File: src/rtl/secded_pkg.sv
package secded_pkg;

  // Number of Hamming check bits needed for dw data bits (parity bit excluded).
  function automatic int ham_bits(input int dw);
    int r;
    r = 1;
    while ((1 << r) < dw + r + 1) r++;
    return r;
  endfunction

  // Codeword position (1-based) of data bit d: skip positions that are powers of two.
  function automatic int data_pos(input int d);
    int cnt;
    cnt = -1;
    for (int p = 1; p < 1024; p++) begin
      if ((p & (p - 1)) != 0) begin
        cnt++;
        if (cnt == d) return p;
      end
    end
    return 0;
  endfunction

  // Data bits covered by Hamming check i, for a dw-bit word (dw <= 256).
  function automatic logic [255:0] ham_mask(input int i, input int dw);
    logic [255:0] m;
    m = '0;
    for (int d = 0; d < dw; d++) begin
      if (((data_pos(d) >> i) & 1) == 1) m[d] = 1'b1;
    end
    return m;
  endfunction

endpackage

File: src/rtl/secded_encoder.sv
module secded_encoder
  import secded_pkg::*;
#(
  parameter int DATA_W = 64,
  parameter int HAM_W  = ham_bits(DATA_W),
  parameter int CHK_W  = HAM_W + 1
) (
  input  logic [DATA_W-1:0] data_i,
  output logic [CHK_W-1:0]  check_o
);

  logic [HAM_W-1:0] ham;

  for (genvar i = 0; i < HAM_W; i++) begin : g_ham
    localparam logic [255:0] MSK = ham_mask(i, DATA_W);
    assign ham[i] = ^(data_i & MSK[DATA_W-1:0]);
  end

  // overall even parity across data and Hamming checks
  assign check_o = {(^data_i) ^ (^ham), ham};

endmodule

File: src/rtl/secded_injector.sv
module secded_injector #(
  parameter int WORD_W = 72,
  parameter int BIT_A  = 0,
  parameter int BIT_B  = 1
) (
  input  logic [WORD_W-1:0] word_i,
  input  logic              inj_single_i,
  input  logic              inj_double_i,
  output logic [WORD_W-1:0] word_o
);

  localparam logic [WORD_W-1:0] ONE_MASK = WORD_W'(1) << BIT_A;
  localparam logic [WORD_W-1:0] TWO_MASK = ONE_MASK | (WORD_W'(1) << BIT_B);

  always_comb begin
    if (inj_double_i)      word_o = word_i ^ TWO_MASK;
    else if (inj_single_i) word_o = word_i ^ ONE_MASK;
    else                   word_o = word_i;
  end

endmodule

File: src/rtl/secded_decoder.sv
module secded_decoder
  import secded_pkg::*;
#(
  parameter int DATA_W = 64,
  parameter int HAM_W  = ham_bits(DATA_W),
  parameter int CHK_W  = HAM_W + 1,
  parameter int WORD_W = DATA_W + CHK_W
) (
  input  logic [WORD_W-1:0] word_i,
  output logic [DATA_W-1:0] data_o,
  output logic              single_o,
  output logic              double_o
);

  logic [DATA_W-1:0] data_rx;
  logic [HAM_W-1:0]  ham_rx;
  logic [HAM_W-1:0]  ham_calc;
  logic [HAM_W-1:0]  syndrome;
  logic              parity_odd;
  logic              syn_nz;
  logic [DATA_W-1:0] flip;

  assign data_rx = word_i[DATA_W-1:0];
  assign ham_rx  = word_i[DATA_W +: HAM_W];

  for (genvar i = 0; i < HAM_W; i++) begin : g_syn
    localparam logic [255:0] MSK = ham_mask(i, DATA_W);
    assign ham_calc[i] = ^(data_rx & MSK[DATA_W-1:0]);
  end

  assign syndrome   = ham_calc ^ ham_rx;
  assign syn_nz     = |syndrome;
  assign parity_odd = ^word_i;

  for (genvar d = 0; d < DATA_W; d++) begin : g_fix
    localparam int POS = data_pos(d);
    assign flip[d] = parity_odd && (syndrome == HAM_W'(POS));
  end

  assign data_o   = data_rx ^ flip;
  assign single_o = parity_odd;
  assign double_o = syn_nz && !parity_odd;

endmodule

File: src/rtl/secded_path.sv
module secded_path
  import secded_pkg::*;
#(
  parameter int DATA_W = 64,
  parameter int CHK_W  = ham_bits(DATA_W) + 1,
  parameter int INJ_A  = 0,
  parameter int INJ_B  = 1
) (
  input  logic                    clk,
  input  logic                    rst,
  input  logic                    enc_en,
  input  logic [DATA_W-1:0]       wr_data,
  input  logic [CHK_W-1:0]        ext_check,
  input  logic                    inj_single,
  input  logic                    inj_double,
  output logic [CHK_W-1:0]        check_out,
  output logic [DATA_W+CHK_W-1:0] wr_word,
  input  logic                    dec_en,
  input  logic [DATA_W+CHK_W-1:0] rd_word,
  output logic [DATA_W-1:0]       rd_data,
  output logic                    err_single,
  output logic                    err_double
);

  localparam int HAM_W  = CHK_W - 1;
  localparam int WORD_W = DATA_W + CHK_W;

  // ---------------- write side ----------------
  logic [CHK_W-1:0]  gen_check;
  logic [CHK_W-1:0]  sel_check;
  logic [WORD_W-1:0] clean_word;
  logic [WORD_W-1:0] tx_word;

  secded_encoder #(.DATA_W(DATA_W), .HAM_W(HAM_W), .CHK_W(CHK_W)) u_enc (
    .data_i  (wr_data),
    .check_o (gen_check)
  );

  assign sel_check  = enc_en ? gen_check : ext_check;
  assign clean_word = {sel_check, wr_data};

  secded_injector #(.WORD_W(WORD_W), .BIT_A(INJ_A), .BIT_B(INJ_B)) u_inj (
    .word_i       (clean_word),
    .inj_single_i (inj_single),
    .inj_double_i (inj_double),
    .word_o       (tx_word)
  );

  always_ff @(posedge clk) begin
    if (rst) begin
      wr_word   <= '0;
      check_out <= '0;
    end else begin
      wr_word   <= tx_word;
      check_out <= sel_check;
    end
  end

  // ---------------- read side ----------------
  logic [DATA_W-1:0] fix_data;
  logic              fix_single;
  logic              fix_double;

  secded_decoder #(.DATA_W(DATA_W), .HAM_W(HAM_W), .CHK_W(CHK_W), .WORD_W(WORD_W)) u_dec (
    .word_i   (rd_word),
    .data_o   (fix_data),
    .single_o (fix_single),
    .double_o (fix_double)
  );

  always_ff @(posedge clk) begin
    if (rst) begin
      rd_data    <= '0;
      err_single <= 1'b0;
      err_double <= 1'b0;
    end else if (dec_en) begin
      rd_data    <= fix_data;
      err_single <= fix_single;
      err_double <= fix_double;
    end else begin
      rd_data    <= rd_word[DATA_W-1:0];
      err_single <= 1'b0;
      err_double <= 1'b0;
    end
  end

endmodule

File: config.mk
export PLATFORM = sky130hd
export DESIGN_NAME = secded_path
export DESIGN_NICKNAME = d
export VERILOG_FILES = /design/src/rtl/secded_pkg.sv /design/src/rtl/secded_encoder.sv /design/src/rtl/secded_injector.sv /design/src/rtl/secded_decoder.sv /design/src/rtl/secded_path.sv
export SDC_FILE = /design/constraint.sdc
export NUM_CORES = 1
export LEC_CHECK = 0
export CAP_MARGIN = 20
export CORE_ASPECT_RATIO = 0.5
export CORE_MARGIN = 2
export CORE_UTILIZATION = 65
export DETAILED_ROUTE_END_ITERATION = 10
export DONT_BUFFER_PORTS = 1
export PLACE_DENSITY = 0.81
export RECOVER_POWER = 25
export SYNTH_ARGS = -nofsm -noshare
export SYNTH_HDL_FRONTEND = slang
export SYNTH_SLANG_ARGS = --single-unit
File: constraint.sdc
create_clock -name clk -period 7.5 [get_ports clk]
set_clock_uncertainty 0.05 [all_clocks]
set_input_delay 1.5 -clock clk [delete_from_list [all_inputs] [get_ports clk]]
set_output_delay 1.5 -clock clk [all_outputs]
set_load 0.005 [all_outputs]
==> results.toml <==
[route]
drc = 0
drt-total-wl_um = 20060
viasPerCell = 6.226
vias = 5703
first_pass_iters = 5
drt_iter0_drc = 595
wl_per_cell_um = 21.90
drtAntennaViolNets = 0

[timing]
finalHoldViolCount = 0
setup_viol = 0
maxSlewHeadroom_pct = 37.79
fin_crit_sh_pct = 59.90
fin_crit_ps = 4492
tns_ps = 0
worstMarginPinSlew_ps = 933.1
maxSlewViolCount = 0
timing.fmax_mhz = 222.6
rsz0062_at_grt = "false"

[logic_synthesis]
seq_area_frac_synth_pct = 35.48
ys_warn_count = 0
syn_avg_cell_area_sq_um = 10.18
yosysUniqueCellTypes = 29
synth_top_flop_cell = "dfxtp_1"
synth_nets = 915
synth_edf_count = 0
async_flop_share_pct = 0
synth-seq-cells = 138
netlist_area_sq_um = 7786
synth_cells = 765

[job]
maxCapViolCount = 0

[clock_network]
cts.path.max_buffers = 2
cts_buffers = 17
cts.htree.levels = 4
clock-root-buffer = "clkbuf_16"
cts_setup_buffers = 0
numClockSinks = 138
postCtsResizedCells = 0
cts_hold_buffers = 0
clkTransAtPathRegs_ps = 60
cts_tree = "built"

[setup_path]
cp.required_ps = 7790
path_max_fanout = 56
cp-end-kind = "flop"
slowest_stage = "xnor3_1"
criticalPathCategory = "in2reg"
cpMostUsedCell = "xnor3_2"
critical-path-max-stage-delay_ps = 510
cp-start-kind = "primary input"
cp.arrival_ps = 4780
crit_path_cell_trace = "xor2_1, xnor3_1, xnor3_2, xnor3_2, xnor2_4, mux2i_4, buf_4, o31ai_1, a21oi_1"

[status]
status = "finished, final reports clean"

[floorplanning]
die_x_um = 158.8
io_pins = 296
num_rows = 28
die_y_um = 81.39
core-area_sq_um = 11740
die_area_sq_um = 12920
start_util_pct = 66.34

[final_layout]
fin_nets = 888
final_core_util_pct = 71.80
syn_to_final_growth_pct = 8.228
layout-drive-gt1-share_pct = 5.593
num_antenna_cells = 0

[place]
numPortBuffers = 0
dpl.hpwl_um = 14800
gp_congestion = 0.8713

[grt]
grt_util_all_layers_pct = 30.45
grt_start_max_net_pins = 138
grt_pass1_wl_um = 30180
antenna_found_initial = 0
gr-total-overflow = 0
grt_pass1_vias = 5524

[pwr]
leakagePower_uw = 0.003033
p_total_uw = 3541
p_per_area_nw_per_um2 = 420.2
ir_worst_vdd_mv = 0.3253

[worst_hold_path]
min_path_cells = 1
min_path_type = "in2reg"
metal layers:
layer / up-vias / track usage (%) / wire, um / part of all wire (%)
met3: 62 / 10.88 / 1875 / 9.3
met2: 309 / 53.14 / 9906 / 49
met5: - / 0 / 0 / 0
li1: 2645 / - / - / -
met1: 2687 / 34.03 / 7628 / 38
met4: 0 / 14.95 / 648 / 3.2
worst paths after layout:
check / slack (ps) / from / endpoint
min: 1090 / rst / rd_data[0]
max: 3010 / rd_word[53] / rd_data[28]
report_power, final:
| part | leakage [uW] | switching, uW | internal, uW |
|---|---|---|---|
| combinational | 0.00160 | 1100 | 727 |
| clock | 0.000283 | 354 | 516 |
| sequential | 0.00115 | 45.8 | 800 |
layout by cell type (no fill, tap or decap), drive strengths merged:
cell	n
nor4	1
buf	4
inv	8
xor3	5
nand2b	2
xor2	42
dfxtp	138
o31ai	64
mux2i	10
a21oi	64
nor3b	1
clkbuf	19
o22ai	16
and3	8
xnor3	28
or3b	1
clkinvlp	5
xnor2	179
nand2	1
and2	1
nand3	1
nor2	14
nor3	8
bufinv	2
or4	64
nor2b	65
flip-flops by register name (all words and copies together), names as in the netlist:
| signal | flops |
|---|---|
| check_out | 8 |
| err_double | 1 |
| err_single | 1 |
| rd_data | 64 |
| wr_word | 64 |
layout make-up:
class,count,area (sq um)
Sequential cell,138,2763
Tap cell,165,206.4
Clock buffer,19,452.9
Timing Repair Buffer,4,30.03
Multi-Input combinational cell,575,4812
Clock inverter,13,155.1
Inverter,2,7.507
Fill cell,877,3309
metrics by stage:
stage                     worst slack (ps)  instances  cell area [sq um]  hold WS, ps
final                                 3008        916               8427         1095
after global placement                2752        884               7819         1528
after global routing                  2869        916               8427         1088
after CTS                             3041        916               8427         1089
after detailed placement              2656        884               7819         1527
after floorplan                       2996        765               7786         1578
worst max-delay path: cells and delay by family:
| kind | cells | cell delay [ps] |
|---|---|---|
| compound gates | 2 | 320 |
| xor+xnor | 5 | 2020 |
| buf+inv | 1 | 480 |
| mux | 1 | 410 |
synthesized netlist by cell type, types with 10 or more instances:
master      n  area, sq um
a21oi_1    64        320.3
clkbuf_1   36        135.1
dfxtp_1   138         2763
mux2i_1    10        100.1
nor2_1     14        52.55
nor2b_1    65        406.6
o22ai_1    16        100.1
o31ai_1    64        480.5
or4_1      64        480.5
xnor2_1   178         1559
xnor3_1    26        585.6
xor2_1     42        367.9
cell families (layout without fill, tap and decap cells):
logic type | after synthesis | after routing | synth area share (%)
AND/OR/NAND/NOR | 167 | 167 | 13.87
buffers and inverters | 52 | 38 | 3.037
AO/OA/AOI/OAI | 144 | 144 | 11.57
flip-flops | 138 | 138 | 35.48
multiplexers | 10 | 10 | 1.286
XOR/XNOR | 254 | 254 | 34.76
Note: power is estimated with default switching activity, not from simulation.
